$ cat src/rtl/eth_tx_pkg.sv
package eth_tx_pkg;

    localparam logic [7:0]  PRE_BYTE = 8'h55;
    localparam logic [7:0]  SFD_BYTE = 8'hD5;
    localparam logic [31:0] CRC_POLY = 32'h04C11DB7;
    localparam logic [31:0] CRC_SEED = 32'hFFFF_FFFF;

    typedef enum logic [2:0] {
        S_IDLE,
        S_PRE,
        S_DATA,
        S_PAD,
        S_FCS,
        S_BOFF
    } tx_state_e;

    typedef struct packed {
        logic done;
        logic perr;
        logic urun;
    } tx_events_t;

    function automatic logic [31:0] bit_reverse32(input logic [31:0] v);
        logic [31:0] r;
        for (int i = 0; i < 32; i++) r[i] = v[31-i];
        return r;
    endfunction

    localparam logic [31:0] CRC_POLY_REFL = bit_reverse32(CRC_POLY);

    function automatic logic [31:0] crc_step(input logic [31:0] c, input logic [7:0] b);
        logic [31:0] r;
        r = c ^ {24'h0, b};
        for (int i = 0; i < 8; i++)
            r = r[0] ? ((r >> 1) ^ CRC_POLY_REFL) : (r >> 1);
        return r;
    endfunction

endpackage

$ cat src/rtl/eth_tx_crc.sv
module eth_tx_crc
    import eth_tx_pkg::*;
(
    input  logic        clk,
    input  logic        rst,
    input  logic        seed,
    input  logic        upd,
    input  logic [7:0]  din,
    output logic [31:0] fcs
);
    logic [31:0] acc_q;

    always_ff @(posedge clk) begin
        if (rst || seed) acc_q <= CRC_SEED;
        else if (upd)    acc_q <= crc_step(acc_q, din);
    end

    assign fcs = ~acc_q;

    a_r6_seed_hold: assert property (@(posedge clk) disable iff (rst)
        (!seed && !upd) |=> $stable(fcs));
endmodule

$ cat src/rtl/eth_tx_status.sv
module eth_tx_status
    import eth_tx_pkg::*;
(
    input  logic       clk,
    input  logic       rst,
    input  logic       clr,
    input  logic       irq_en,
    input  tx_events_t ev,
    output tx_events_t flags,
    output logic       irq
);
    tx_events_t flags_q;

    always_ff @(posedge clk) begin
        if (rst) flags_q <= '0;
        else     flags_q <= (clr ? '0 : flags_q) | ev;
    end

    assign flags = flags_q;
    assign irq   = flags_q.done & irq_en;

    a_r7_done_sticky: assert property (@(posedge clk) disable iff (rst)
        (flags_q.done && !clr) |=> flags_q.done);
    a_r11_clear: assert property (@(posedge clk) disable iff (rst)
        (clr && ev == '0) |=> flags_q == '0);
endmodule

$ cat src/rtl/eth_tx_seq.sv
module eth_tx_seq
    import eth_tx_pkg::*;
#(
    parameter int LVL_W       = 8,
    parameter int START_LVL   = 8,
    parameter int PRE_LEN     = 8,
    parameter int MIN_PAYLOAD = 60,
    parameter int FCS_LEN     = 4
) (
    input  logic             clk,
    input  logic             rst,
    input  logic             ctl_tx_enable,
    input  logic             ctl_tx_halt,
    input  logic             ctl_mac_halt,
    input  logic             ctl_irq_en,
    input  logic             stat_clear,
    input  logic [LVL_W-1:0] fifo_level,
    input  logic [7:0]       fifo_byte,
    input  logic             fifo_eof,
    input  logic             fifo_perr,
    output logic             fifo_pop,
    output logic             fifo_flush,
    output logic             fifo_rewind,
    input  logic             gap_open,
    output logic             gap_restart,
    input  logic             line_col,
    output logic             bo_start,
    input  logic             bo_done,
    output logic [7:0]       tx_byte,
    output logic             tx_valid,
    output logic             st_done,
    output logic             st_perr,
    output logic             st_urun,
    output logic             irq
);
    localparam int IDX_N = (PRE_LEN > FCS_LEN) ? PRE_LEN : FCS_LEN;
    localparam int IDX_W = $clog2(IDX_N);
    localparam int CNT_W = $clog2(MIN_PAYLOAD + 1);

    tx_state_e        st_q;
    logic [IDX_W-1:0] idx_q;
    logic [CNT_W-1:0] cnt_q;

    logic       start_ok, in_frame, col_hit, has_head;
    logic       take_data, take_pad, pay_full;
    logic       crc_seed, crc_upd;
    logic [7:0] crc_din, fcs_pick;
    logic [31:0] fcs_word, fcs_shift;
    tx_events_t ev, flags;

    assign has_head  = (fifo_level != '0);
    assign start_ok  = ctl_tx_enable && !ctl_tx_halt && !ctl_mac_halt && gap_open
                       && (fifo_level >= LVL_W'(START_LVL));
    assign in_frame  = (st_q == S_PRE) || (st_q == S_DATA) || (st_q == S_PAD) || (st_q == S_FCS);
    assign col_hit   = in_frame && line_col;
    assign take_data = (st_q == S_DATA) && !line_col && has_head && !fifo_perr;
    assign take_pad  = (st_q == S_PAD) && !line_col;
    assign pay_full  = (int'(cnt_q) + 1) >= MIN_PAYLOAD;

    assign ev.done = (st_q == S_FCS) && !line_col && (idx_q == IDX_W'(FCS_LEN - 1));
    assign ev.perr = (st_q == S_DATA) && !line_col && has_head && fifo_perr;
    assign ev.urun = (st_q == S_DATA) && !line_col && !has_head;

    assign fifo_pop  = take_data;
    assign crc_seed  = (st_q == S_IDLE) && start_ok;
    assign crc_upd   = take_data || take_pad;
    assign crc_din   = take_data ? fifo_byte : 8'h00;
    assign fcs_shift = fcs_word >> {idx_q, 3'b000};
    assign fcs_pick  = fcs_shift[7:0];

    eth_tx_crc u_crc (
        .clk  (clk),
        .rst  (rst),
        .seed (crc_seed),
        .upd  (crc_upd),
        .din  (crc_din),
        .fcs  (fcs_word)
    );

    eth_tx_status u_stat (
        .clk    (clk),
        .rst    (rst),
        .clr    (stat_clear),
        .irq_en (ctl_irq_en),
        .ev     (ev),
        .flags  (flags),
        .irq    (irq)
    );

    assign st_done = flags.done;
    assign st_perr = flags.perr;
    assign st_urun = flags.urun;

    always_ff @(posedge clk) begin
        if (rst) begin
            st_q        <= S_IDLE;
            idx_q       <= '0;
            cnt_q       <= '0;
            tx_byte     <= '0;
            tx_valid    <= 1'b0;
            fifo_flush  <= 1'b0;
            fifo_rewind <= 1'b0;
            bo_start    <= 1'b0;
            gap_restart <= 1'b0;
        end else begin
            tx_valid    <= 1'b0;
            fifo_flush  <= 1'b0;
            fifo_rewind <= 1'b0;
            bo_start    <= 1'b0;
            gap_restart <= 1'b0;
            if (col_hit) begin
                bo_start    <= 1'b1;
                fifo_rewind <= 1'b1;
                st_q        <= S_BOFF;
            end else begin
                unique case (st_q)
                    S_IDLE: begin
                        if (start_ok) begin
                            st_q  <= S_PRE;
                            idx_q <= '0;
                        end
                    end
                    S_PRE: begin
                        tx_valid <= 1'b1;
                        if (idx_q == IDX_W'(PRE_LEN - 1)) begin
                            tx_byte <= SFD_BYTE;
                            st_q    <= S_DATA;
                            cnt_q   <= '0;
                        end else begin
                            tx_byte <= PRE_BYTE;
                            idx_q   <= idx_q + 1'b1;
                        end
                    end
                    S_DATA: begin
                        if (ev.perr || ev.urun) begin
                            fifo_flush  <= 1'b1;
                            gap_restart <= 1'b1;
                            st_q        <= S_IDLE;
                        end else begin
                            tx_valid <= 1'b1;
                            tx_byte  <= fifo_byte;
                            if (!pay_full) cnt_q <= cnt_q + 1'b1;
                            if (fifo_eof) begin
                                st_q  <= pay_full ? S_FCS : S_PAD;
                                idx_q <= '0;
                            end
                        end
                    end
                    S_PAD: begin
                        tx_valid <= 1'b1;
                        tx_byte  <= 8'h00;
                        cnt_q    <= cnt_q + 1'b1;
                        if (pay_full) begin
                            st_q  <= S_FCS;
                            idx_q <= '0;
                        end
                    end
                    S_FCS: begin
                        tx_valid <= 1'b1;
                        tx_byte  <= fcs_pick;
                        if (ev.done) begin
                            gap_restart <= 1'b1;
                            st_q        <= S_IDLE;
                        end else begin
                            idx_q <= idx_q + 1'b1;
                        end
                    end
                    S_BOFF: begin
                        if (bo_done) st_q <= S_IDLE;
                    end
                    default: st_q <= S_IDLE;
                endcase
            end
        end
    end

    a_r2_start_gated: assert property (@(posedge clk) disable iff (rst)
        (st_q == S_IDLE && (!ctl_tx_enable || ctl_tx_halt || ctl_mac_halt || !gap_open))
        |=> (st_q == S_IDLE || st_q == S_BOFF) && !tx_valid);
    a_r3_start_level: assert property (@(posedge clk) disable iff (rst)
        (st_q == S_IDLE && fifo_level < LVL_W'(START_LVL)) |=> st_q != S_PRE);
    a_r4_sfd_last: assert property (@(posedge clk) disable iff (rst)
        (st_q == S_DATA && $past(st_q) == S_PRE) |-> (tx_valid && tx_byte == SFD_BYTE));
    a_r8_no_bad_pop: assert property (@(posedge clk) disable iff (rst)
        fifo_pop |-> (!fifo_perr && fifo_level != '0));
    a_r8_flush_flag: assert property (@(posedge clk) disable iff (rst)
        fifo_flush |-> (st_perr || st_urun));
    a_r10_bo_pulse: assert property (@(posedge clk) disable iff (rst)
        bo_start |=> (!bo_start && !tx_valid));
endmodule

$ cat config.mk
export PLATFORM = sky130hd
export DESIGN_NAME = eth_tx_seq
export DESIGN_NICKNAME = d
export VERILOG_FILES = /design/src/rtl/eth_tx_pkg.sv /design/src/rtl/eth_tx_crc.sv /design/src/rtl/eth_tx_status.sv /design/src/rtl/eth_tx_seq.sv
export SDC_FILE = /design/constraint.sdc
export NUM_CORES = 1
export LEC_CHECK = 0
export BUFFER_PORTS_ARGS = -buffer_cell sky130_fd_sc_hd__buf_2
export CAP_MARGIN = 0
export CORE_UTILIZATION = 55
export CTS_CLUSTER_SIZE = 24
export DETAILED_ROUTE_END_ITERATION = 7
export GPL_ROUTABILITY_DRIVEN = 0
export PLACE_DENSITY = 0.74
export RECOVER_POWER = 25
export SLEW_MARGIN = 20
export SYNTH_ARGS = -nofsm -noshare
export SYNTH_HDL_FRONTEND = slang
export SYNTH_SLANG_ARGS = --single-unit
$ cat constraint.sdc
create_clock -name clk -period 4.9 [get_ports clk]
set_input_delay 1.47 -clock clk [delete_from_list [all_inputs] [get_ports clk]]
set_output_delay 1.47 -clock clk [all_outputs]
set_load 0.05 [all_outputs]
==> results.md <==
- The proportion of power drawn by combinational gates is 0.078.
- Across all layers, the routed design uses 3,041 vias.
- The share of the synthesized area in the top cell type is 0.312.
- The overall global routing resource usage is 0.259.
- The number of enable-type register cells in the synthesized netlist is 0.
- TritonCTS built the clock tree.
- The fraction of power spent switching nets is 0.262.
- Hold repair after CTS inserted 0 buffers.
- The reg-to-reg endpoint is u_crc.acc_q[25].
- Row generation in the floorplan step produced 29 rows.
- In this run, the number of DRC markers left after iteration 0 of detailed routing was ~220.
- The post-route clock period utilization is 0.855.
- The class of the tightest hold or removal check is reg -> reg.
- The die covers a little over 0.007 sq mm.
- The final antenna diode count is 0.
- Entering global routing, the biggest net connects 41 pins.
- The area overhead of the layout relative to synthesis is 11.6%.
- Counting flops with an async set or reset pin after synthesis yields a share of 0.
- The number of cells traversed by the worst register-to-register path is 8.
- The first TritonRoute pass finished after 7 iterations.
- The number of port buffers is between 40 and 50.
- During synthesis, Yosys emitted a total of 0 warnings.
- For this design the static power due to leakage is 0.00174 uW.
- The setup fix buffers added after clock tree synthesis is 0.
- STA classifies the critical path startpoint as an input pin.
- Between clock sinks in the finished design, the worst skew comes to 0.0125 ns.
- The global-route congestion overflow total is 0.
- The HPWL after detailed placement is around 6300 microns.
- By startpoint and endpoint, the worst setup path is classified as in -> out.
- The number of pins with negative max-slew slack in the final report is 0.
- The post-synthesis register bit count is around 60.
- In this run, distinct cell masters in the synthesized netlist total 51.
- The core occupancy in the finished layout is 0.650.
- The count of fill cells added during filler insertion is between 500 and 600.
- The worst slew margin relative to its limit is 0.166.
- The number of antenna violations at the first check in global routing is 0.
- Using the TritonRoute via totals, the vias-per-cell ratio works out to ~6.
- The clock-pin slew of the registers on the worst-case setup and hold paths is 0.07 ns.
- For this design the total switching power over the nets is ~260 uW.
- Ranked by total cell area, the synthesized netlist is headed by sky130_fd_sc_hd__dfxtp_1 31%, sky130_fd_sc_hd__xnor3_1 8.9%, sky130_fd_sc_hd__nand2_1 5.9%.
- The die is 84.9 microns tall.
- Ranked by instance count, the synthesized netlist is headed by 59 x sky130_fd_sc_hd__dfxtp_1, 59 x sky130_fd_sc_hd__nand2_1, 33 x sky130_fd_sc_hd__nor2_1.
- The routed length per instance is 16.8 microns.
- After detailed routing, the number of remaining DRC violations is 5.
- Gates resized during post-CTS repair numbered 0.
- The TritonCTS sink count is 59.
- The number of global-route vias before repair is about 3,000.
- The net count after synthesis is 434.
- The max-cap violation count is 0.
- Along the worst hold path, the cell count comes to 2.
- At the worst endpoint, the required time is 3.43 ns.
- Once detail routing completed, the nets flagged for antenna violations numbered 0.
- In the final design database the tool counted approximately 470 nets.
- Internal power comes to 720 uW.
- The slack of the worst reg-to-reg path is 1.47 ns.
- The final hold slack is 0.454 ns.
- The post-route minimum period is approximately 4.2 ns.
- The flip-flop cell with the highest count after synthesis is sky130_fd_sc_hd__dfxtp_1.
- The clock latency on the worst-skew pair is approximately 0.34 ns.
- In this run the standard cell core region covers 0.00649 sq mm.
- The share of the Yosys chip area taken by registers is 0.312.
- The sink of the worst hold path is tx_byte[2].
- The final count of hold timing violations came to 0.
- At the worst endpoint, the arrival time is 2.72 ns.
- The total CTS buffers is 9.
- The first-pass GRT wire length is 14,300 microns.
- The die is 84.9 microns wide.
- The launch instance of the worst min-delay path is tx_byte[2].
- Dividing the synthesized area by the synthesized cell count gives 9.41 sq um.
- Setup total negative slack on the finished layout was measured at 0 ns.
- CTS placed an instance of sky130_fd_sc_hd__clkbuf_8 at the clock tree root.
- The count of cells in the finished layout, fillers not included, comes to 521.
- Setup repair after global routing left no endpoint under its margin.
- The total power density per cell area is about 230 mW/mm^2.
- The number of top-level pins is 46.
- The synthesized cell area is 0.00378 sq mm.
- The checks that failed: DRC.
- After technology mapping, the gate count stands at 402.
- The maximum count of clock buffers along a single path is 2.
- Setup violations remaining at the end of the flow were counted as 0.
- STA classifies the critical path endpoint as an output pin.
- The share of total power dissipated in sequential elements is 0.502.
- After detailed placement, the design holds a cell count of between 500 and 600.
- The share of layout cells above drive strength 1 is 0.158.
- For this run, the top clock speed supported by timing is around 240 MHz.
- The biggest fanout along the worst timing path is 13.
- The flow ran to the end, but the final reports show violations.
- The actual transition at the worst max-transition pin is 1.25 ns.
- The synthesized design spends more area on one cell type than any other, namely sky130_fd_sc_hd__dfxtp_1.
- For this block, the routed nets add up to 8760 microns of wire.
- The largest voltage drop on the vdd net is 176 uV.
- The share of total power dissipated in the clock network is 0.420.
- CTS built an H-tree with a depth of 3.
- The source of the worst register-to-register timing path is st_q[1].
- The initial cell density of the core is 0.582.
[per-layer routing]
layer / vias up / global-route usage / wire length (microns)
met1: 1452 / 0.311 / 3820
met4: 0 / 0.114 / 188
met2: 67 / 0.444 / 4400
met3: 16 / 0.0632 / 352
met5: - / 0 / 0
li1: 1506 / - / -
[layout by cell type (no fill, tap or decap), types with 4 or more instances in the layout]
master and instances:
sky130_fd_sc_hd__a311oi_1 4, sky130_fd_sc_hd__nor3_1 7, sky130_fd_sc_hd__o211ai_1 24, sky130_fd_sc_hd__nor2_1 33, sky130_fd_sc_hd__dfxtp_1 59, sky130_fd_sc_hd__o221ai_1 5
sky130_fd_sc_hd__o22a_1 8, sky130_fd_sc_hd__o21ai_0 14, sky130_fd_sc_hd__nand3_1 6, sky130_fd_sc_hd__nor2b_1 10, sky130_fd_sc_hd__nand2_1 59, sky130_fd_sc_hd__buf_2 27
sky130_fd_sc_hd__clkbuf_1 19, sky130_fd_sc_hd__xor2_1 19, sky130_fd_sc_hd__buf_4 5, sky130_fd_sc_hd__inv_1 4, sky130_fd_sc_hd__ha_1 4, sky130_fd_sc_hd__mux2i_1 4
sky130_fd_sc_hd__xnor3_1 15, sky130_fd_sc_hd__xor2_2 6, sky130_fd_sc_hd__clkbuf_8 11, sky130_fd_sc_hd__a21oi_1 16, sky130_fd_sc_hd__mux4_2 8, sky130_fd_sc_hd__xnor2_1 23
[power groups by stage]
stage / Clock, uW / Combinational [uW] / Sequential [uW]
2_1_floorplan: 0 / 41.5 / 508
3_3_place_gp: 0 / 76.3 / 501
3_5_place_dp: 0 / 77.0 / 501
4_1_cts: 421 / 77.2 / 490
5_1_grt: 443 / 82.3 / 490
6_report: 410 / 76.2 / 490
[stage by stage]
| stage | total power (uW) | worst slack (ns) | area [sq um] |
|---|---|---|---|
| final | 976 | 0.711 | 4220 |
| after global routing | 1020 | 0.636 | 4220 |
| after CTS | 988 | 0.698 | 4240 |
| after detailed placement | 578 | 0.582 | 4060 |
| after global placement | 577 | 0.695 | 4060 |
| after floorplan | 550 | 0.543 | 3780 |
[final cells by class]
cell class | count | area (sq um) | area share
Timing Repair Buffer | 50 | 240 | 0.0569
Multi-Input combinational cell | 315 | 2510 | 0.594
Clock buffer | 12 | 155 | 0.0368
Tap cell | 77 | 96.3 | 0.0228
Clock inverter | 4 | 25.0 | 0.00593
Inverter | 4 | 15.0 | 0.00356
Sequential cell | 59 | 1180 | 0.280
[worst max-delay path, cell delays in order]
cell and delay, ns:
sky130_fd_sc_hd__buf_2 0.16, sky130_fd_sc_hd__or4b_1 0.57, sky130_fd_sc_hd__a211oi_4 0.20, sky130_fd_sc_hd__buf_2 0.31
[registers in the layout (all words and copies together), names as in the netlist]
name          count
tx_byte           8
st_q              3
cnt_q             6
u_crc.acc_q      32
fifo_flush        1
idx_q             3
bo_start          1
u_stat.flags      3
tx_valid          1
gap_restart       1
[cell families after synthesis]
group,after synthesis,share of synthesized area
adder cells (fa/ha/maj),4,0.0132
XOR/XNOR,69,0.248
buffers and inverters,28,0.0288
multiplexers,12,0.0582
flip-flops,59,0.312
AND/OR/NAND/NOR,138,0.168
AO/OA/AOI/OAI,92,0.171
[worst max-delay path by stage]
stage | from | to | slack [ns] | cells after the start
finish | line_col | fifo_pop | 0.71 | 4
global route | line_col | fifo_pop | 0.64 | 4
CTS | line_col | fifo_pop | 0.70 | 4
detailed placement | line_col | u_crc.acc_q[25] | 0.58 | 9
global placement | line_col | u_crc.acc_q[25] | 0.69 | 9
floorplan | line_col | u_crc.acc_q[25] | 0.54 | 7
(Power assumes the default switching activity.)
